### config.mk
export PLATFORM = sky130hd
export DESIGN_NAME = ram_scrambler
export DESIGN_NICKNAME = d
export VERILOG_FILES = /design/src/rtl/scr_pkg.sv /design/src/rtl/scr_key_bank.sv /design/src/rtl/scr_addr_map.sv /design/src/rtl/scr_data_mask.sv /design/src/rtl/ram_scrambler.sv
export SDC_FILE = /design/constraint.sdc
export NUM_CORES = 1
export LEC_CHECK = 0
export ABC_AREA = 0
export BUFFER_PORTS_ARGS = -buffer_cell sky130_fd_sc_hd__buf_4
export CAP_MARGIN = 0
export CORE_ASPECT_RATIO = 1.4
export CORE_MARGIN = 2
export CORE_UTILIZATION = 49
export CTS_CLUSTER_SIZE = 20
export DETAILED_ROUTE_END_ITERATION = 6
export PLACE_DENSITY = 0.79
export RECOVER_POWER = 50
export SLEW_MARGIN = 0
export SYNTH_ARGS = -nofsm -noshare
export SYNTH_HDL_FRONTEND = slang
export SYNTH_HIERARCHICAL = 1
export SYNTH_SLANG_ARGS = --single-unit
### constraint.sdc
create_clock -name clk -period 4.3 [get_ports clk]
set_input_delay 0.215 -clock clk [delete_from_list [all_inputs] [get_ports clk]]
set_output_delay 0.215 -clock clk [all_outputs]
set_load 0.01 [all_outputs]
### src/rtl/scr_pkg.sv
package scr_pkg;

   typedef enum logic {
      CTX_FW  = 1'b0,
      CTX_APP = 1'b1
   } scr_ctx_e;

   localparam int unsigned SCR_BANKS = 2;

   function automatic int unsigned scr_gcd(input int unsigned a, input int unsigned b);
      int unsigned x;
      int unsigned y;
      int unsigned t;
      x = a;
      y = b;
      while (y != 0) begin
         t = x % y;
         x = y;
         y = t;
      end
      return x;
   endfunction

endpackage

### src/rtl/scr_key_bank.sv
module scr_key_bank
   import scr_pkg::*;
#(
   parameter int unsigned ADDR_W = 10,
   parameter int unsigned DATA_W = 32
) (
   input  logic              clk,
   input  logic              rst_n,
   input  logic              mode_app,
   input  logic              load,
   input  logic              sel,
   input  logic [ADDR_W-1:0] akey_in,
   input  logic [DATA_W-1:0] dkey_in,
   output logic [ADDR_W-1:0] act_akey,
   output logic [DATA_W-1:0] act_dkey
);

   logic [ADDR_W-1:0] akey_q [SCR_BANKS];
   logic [DATA_W-1:0] dkey_q [SCR_BANKS];
   logic              load_ok;

   assign load_ok = load && (scr_ctx_e'(mode_app) == CTX_FW);

   for (genvar b = 0; b < SCR_BANKS; b++) begin : g_bank
      always_ff @(posedge clk or negedge rst_n) begin
         if (!rst_n) begin
            akey_q[b] <= '0;
            dkey_q[b] <= '0;
         end else if (load_ok && (int'(sel) == b)) begin
            akey_q[b] <= akey_in;
            dkey_q[b] <= dkey_in;
         end
      end
   end

   always_comb begin
      if (scr_ctx_e'(mode_app) == CTX_APP) begin
         act_akey = akey_q[1];
         act_dkey = dkey_q[1];
      end else begin
         act_akey = akey_q[0];
         act_dkey = dkey_q[0];
      end
   end

   logic seen_q;
   always_ff @(posedge clk or negedge rst_n) begin
      if (!rst_n) seen_q <= 1'b0;
      else        seen_q <= 1'b1;
   end

   p_keys_clear_r1: assert property (@(posedge clk) disable iff (!rst_n)
      !seen_q |-> (akey_q[0] == '0 && akey_q[1] == '0 && dkey_q[0] == '0 && dkey_q[1] == '0))
      else $error("key sets not cleared by reset");

   p_load_hold_r6: assert property (@(posedge clk) disable iff (!rst_n)
      !load |=> ($stable(akey_q[0]) && $stable(akey_q[1]) && $stable(dkey_q[0]) && $stable(dkey_q[1])))
      else $error("key changed without a load");

   p_app_lock_r7: assert property (@(posedge clk) disable iff (!rst_n)
      mode_app |=> ($stable(akey_q[0]) && $stable(akey_q[1]) && $stable(dkey_q[0]) && $stable(dkey_q[1])))
      else $error("key changed in application context");

endmodule

### src/rtl/scr_addr_map.sv
module scr_addr_map
   import scr_pkg::*;
#(
   parameter int unsigned ADDR_W  = 10,
   parameter int unsigned STRIDE  = 3,
   parameter bit          PERMUTE = 1'b1
) (
   input  logic [ADDR_W-1:0] logical,
   input  logic [ADDR_W-1:0] akey,
   output logic [ADDR_W-1:0] phys
);

   if (ADDR_W < 2) begin : g_chk_w
      $error("ADDR_W must be at least 2");
   end
   if (PERMUTE && scr_gcd(STRIDE, ADDR_W) != 1) begin : g_chk_stride
      $error("STRIDE must be coprime with ADDR_W for a bijective map");
   end

   logic [ADDR_W-1:0] keyed;
   assign keyed = logical ^ akey;

   if (PERMUTE) begin : g_perm
      for (genvar i = 0; i < ADDR_W; i++) begin : g_bit
         localparam int unsigned SRC = (i * STRIDE) % ADDR_W;
         assign phys[i] = keyed[SRC];
      end
   end else begin : g_xor_only
      assign phys = keyed;
   end

endmodule

### src/rtl/scr_data_mask.sv
module scr_data_mask #(
   parameter int unsigned ADDR_W = 10,
   parameter int unsigned DATA_W = 32,
   parameter int unsigned RD_LAT = 1
) (
   input  logic              clk,
   input  logic              rst_n,
   input  logic [ADDR_W-1:0] phys,
   input  logic [DATA_W-1:0] dkey,
   input  logic              rd_req,
   input  logic [DATA_W-1:0] wdata_in,
   output logic [DATA_W-1:0] wdata_out,
   input  logic [DATA_W-1:0] rdata_in,
   output logic [DATA_W-1:0] rdata_out
);

   localparam int unsigned LANES = DATA_W / 8;

   if (DATA_W % 8 != 0 || DATA_W == 0) begin : g_chk_dw
      $error("DATA_W must be a non-zero multiple of 8");
   end
   if (RD_LAT > 1) begin : g_chk_lat
      $error("RD_LAT must be 0 or 1");
   end

   logic [DATA_W-1:0] tweak;
   logic [DATA_W-1:0] mask;
   logic [DATA_W-1:0] rmask;

   for (genvar j = 0; j < DATA_W; j++) begin : g_tweak
      assign tweak[j] = phys[j % ADDR_W];
   end
   assign mask = dkey ^ tweak;

   if (RD_LAT == 1) begin : g_rd_reg
      logic [DATA_W-1:0] rmask_q;
      always_ff @(posedge clk or negedge rst_n) begin
         if (!rst_n)      rmask_q <= '0;
         else if (rd_req) rmask_q <= mask;
      end
      assign rmask = rmask_q;

      p_rmask_hold_r4: assert property (@(posedge clk) disable iff (!rst_n)
         !rd_req |=> $stable(rmask_q))
         else $error("read mask moved without a read");
   end else begin : g_rd_comb
      assign rmask = mask;
   end

   for (genvar l = 0; l < LANES; l++) begin : g_lane
      assign wdata_out[l*8 +: 8] = wdata_in[l*8 +: 8] ^ mask[l*8 +: 8];
      assign rdata_out[l*8 +: 8] = rdata_in[l*8 +: 8] ^ rmask[l*8 +: 8];
   end

endmodule

### src/rtl/ram_scrambler.sv
module ram_scrambler #(
   parameter int unsigned ADDR_W  = 10,
   parameter int unsigned DATA_W  = 32,
   parameter int unsigned STRIDE  = 3,
   parameter bit          PERMUTE = 1'b1,
   parameter int unsigned RD_LAT  = 1,
   localparam int unsigned STRB_W = DATA_W / 8
) (
   input  logic              clk,
   input  logic              rst_n,
   input  logic              mode_app,
   input  logic              seed_load,
   input  logic              seed_sel,
   input  logic [ADDR_W-1:0] seed_akey,
   input  logic [DATA_W-1:0] seed_dkey,
   input  logic              cpu_en,
   input  logic              cpu_we,
   input  logic [STRB_W-1:0] cpu_wstrb,
   input  logic [ADDR_W-1:0] cpu_addr,
   input  logic [DATA_W-1:0] cpu_wdata,
   output logic [DATA_W-1:0] cpu_rdata,
   output logic              ram_en,
   output logic              ram_we,
   output logic [STRB_W-1:0] ram_wstrb,
   output logic [ADDR_W-1:0] ram_addr,
   output logic [DATA_W-1:0] ram_wdata,
   input  logic [DATA_W-1:0] ram_rdata
);

   logic [ADDR_W-1:0] act_akey;
   logic [DATA_W-1:0] act_dkey;
   logic [ADDR_W-1:0] phys;

   scr_key_bank #(.ADDR_W(ADDR_W), .DATA_W(DATA_W)) keys_i (
      .clk      (clk),
      .rst_n    (rst_n),
      .mode_app (mode_app),
      .load     (seed_load),
      .sel      (seed_sel),
      .akey_in  (seed_akey),
      .dkey_in  (seed_dkey),
      .act_akey (act_akey),
      .act_dkey (act_dkey)
   );

   scr_addr_map #(.ADDR_W(ADDR_W), .STRIDE(STRIDE), .PERMUTE(PERMUTE)) amap_i (
      .logical (cpu_addr),
      .akey    (act_akey),
      .phys    (phys)
   );

   scr_data_mask #(.ADDR_W(ADDR_W), .DATA_W(DATA_W), .RD_LAT(RD_LAT)) dmask_i (
      .clk       (clk),
      .rst_n     (rst_n),
      .phys      (phys),
      .dkey      (act_dkey),
      .rd_req    (cpu_en && !cpu_we),
      .wdata_in  (cpu_wdata),
      .wdata_out (ram_wdata),
      .rdata_in  (ram_rdata),
      .rdata_out (cpu_rdata)
   );

   assign ram_addr  = phys;
   assign ram_en    = cpu_en;
   assign ram_we    = cpu_we;
   assign ram_wstrb = cpu_wstrb;

endmodule

==> impl_results.md <==
- Fillcell total: 919
- Switching share of power: 30.0%
- CP startpoint kind: primary input
- # IOs: 207
- Failing checks: capacitance limit, slew limit
- Most used cell, CP: buf_4
- Pin count of the biggest net entering global routing: 65
- Max-Cap Viols: 1
- Num CTS Buffers: 17
- Min Tclk post-route: 3.19 ns
- Crit-path max FO: 44
- Worst skew pair latency: 0.41 ns
- DR WL met2: 7800 µm
- Setup Buffers After CTS: 0
- DR vias/cell: 5.06
- Antenna-violating nets left: 0
- Hold slack: 0.0436 ns
- Final Core Density: 67.2%
- Global-route wire length before repair: 22600 µm
- Layout area overhead: 34.2%
- Grt ovf: 0
- Total chip power: 4.63 mW
- Seq/Total Area, Yosys: 49.3%
- Clock tree buffer depth: 2
- Wire length per cell: 17.7 µm
- Crit-path cells: buf_4 > nor3b_1 > buf_4 > mux2_2
- Final net count: 766
- Status: finished, violations left
- Reg-to-Reg Start: keys_i/akey_q[1]
- Critical path endpoint category: flop
- Fmax: 313 MHz
- Rel. slew slack: -53.3%
- Global placer's final weighted congestion: 0.743
- CP Data Required Time: 4.59 ns
- Hold Path Origin: seed_dkey[3]
- Ant. Diodes: 0
- Root buf cell: clkbuf_16
- Hold endpoint: keys_i/dkey_q[3]
- Worst-path clk slew: 0.05 ns
- Die area: 12900 µm²
- Initial antenna violation count: 0
- Clk sinks: 116
- Yosys cell types: 15
- Syn avg cell area: 13.3 µm²
- I/O Buffers: 198
- Overall Global Routing Usage: 22.4%
- Die Y-Extent: 134 µm
- Reg2Reg Depth: 4
- Clk pwr share: 32.8%
- WS Path Type: primary input to flop
- Biggest area consumer among synthesized cells: dfrtp_1
- Peak VDD IR: 361 µV
- Combinational share of power: 34.8%
- Pre-CTS setup slack: 1.57 ns
- Hold path depth: 2
- PwrDens: 585 nW/µm²
- Final hold vios: 0
- Max Slew Vio Count: 15
- DR top layer: met4
- Setup slack after layout: 1.11 ns
- Hold_buf cts: 1
- R2R Path End: dmask_i/g_rd_reg.rmask_q[7]
- Num rows: 47
- Worst Hold Class: primary input to flop
- Die width: 96.7 µm
- Net load switching power: 1.39 mW
- Fraction of layout cells with a size suffix above 1: 51.1%
- Syn nets: 570
- DRC: 0
- Commonest non-fill, non-tap cell in the layout: buf_4
- Setup TNS: 0 ns
- DRT Pass-1 Iters: 4
- Commonest non-fill, non-tap cells in the layout: 167 x buf_4, 116 x dfrtp_1, 113 x mux2_2
- RSZ-0062 raised after global routing: no
- Wire length on met3: 684 µm
- Post-Route M1 WL: 5490 µm
- DRT iter0 DRCs: 171
- Leakage: 3.52 nW
- HPWL Detailed: 10000 µm
- Syn Std Cell Area: 5890 µm²
- WP data arrival: 3.48 ns
- Htree depth: 4
- Cells taking the most area after synthesis: dfrtp_1 49%, mux2_2 22%, xnor2_1 8.3%
- Core Box Area: 11800 µm²
- Detailed Route WL: 14200 µm
- Endpoints failing setup: 0
- Worst-Margin Slew: 2.29 ns
- CP max stage delay: 1.84 ns
- Flop pwr share: 32.4%
- FF+latch count, synth: 116
- CTS tree: built
- R2R Setup Slk: 2.37 ns
- Fin Clk Skew: 0.00881 ns
- Top cell type's share of synthesized area: 49.3%
- Power Internal: 3.24 mW
- Number of global-route vias before repair: 4393
- Post-synthesis cell count: 443
- CTS resizes: 0
- Yosys warns: 6
- DR vias: 4043
- Starting Density: 50.1%
- Worst path slowest cell: nor3b_1
- Part of the cycle the worst path needs: 74.3%
==> registers in the layout (all words and copies together) (netlist names) <==
name                      count
keys_i/dkey_q                64
dmask_i/g_rd_reg.rmask_q     32
keys_i/akey_q                20
==> metrics by stage <==
stage               cells  cell area [µm²]
floorplan             443             5890
global placement      766             7400
detailed placement    766             7400
CTS                   799             8050
global route          799             7900
finish                799             7900
==> how the worst max path moves through the flow <==
stage / to / startpoint / cells past startpoint / slack, ns
6_report: keys_i/akey_q[13] / mode_app / 4 / 1.11
5_1_grt: keys_i/akey_q[13] / mode_app / 4 / 1.0
4_1_cts: ram_wdata[26] / mode_app / 6 / 1.56
3_5_place_dp: ram_wdata[14] / mode_app / 6 / 1.57
3_3_place_gp: ram_wdata[16] / mode_app / 6 / 1.60
2_1_floorplan: ram_wdata[12] / mode_app / 6 / 2.34
==> metal layers <==
metal  vias up  track usage, %
li1       1888               -
met1      2007            25.3
met2       135            40.8
met3        13            5.82
met4         0            7.51
met5         -               0
==> cell families after synthesis <==
kind of cell | after synthesis | share of synthesized area [%]
AOI/OAI and AO/OA | 32 | 2.72
xor gates and xnor gates | 106 | 16.8
buffers and inverters | 28 | 3.55
DFF | 116 | 49.3
muxes | 126 | 24.7
and+or+nand+nor | 35 | 2.93
==> cell usage after synthesis, drive strengths merged <==
library cell,instances
mux2,126
dfrtp,116
xnor2,64
xor2,42
a21oi,32
nor2,32
buf,28
nand3b,1
nor2b,1
nor3b,1
==> power by group through the flow <==
stage          clock network, mW  registers [mW]  logic, mW
2_1_floorplan                  0            1.47       1.00
3_3_place_gp                   0            1.50       1.68
3_5_place_dp                   0            1.52       1.72
4_1_cts                     1.54            1.50       1.73
5_1_grt                     1.59            1.53       1.74
6_report                    1.52            1.50       1.61
==> worst max-delay path, delay by kind of cell <==
family	cells	cell delay (ns)
muxes	1	0.40
buffers and inverters	2	0.97
and+or+nand+nor	1	1.84
==> area by class of cell <==
| cell class | instances | area [µm²] | area share, % |
|---|---|---|---|
| Timing Repair Buffer | 205 | 1410 | 17.8 |
| Clock buffer | 23 | 498 | 6.30 |
| Tap cell | 147 | 184 | 2.33 |
| Multi-Input combinational cell | 299 | 2770 | 35.0 |
| Sequential cell | 116 | 2900 | 36.7 |
| Clock inverter | 9 | 148 | 1.87 |
(Power assumes the default switching activity.)
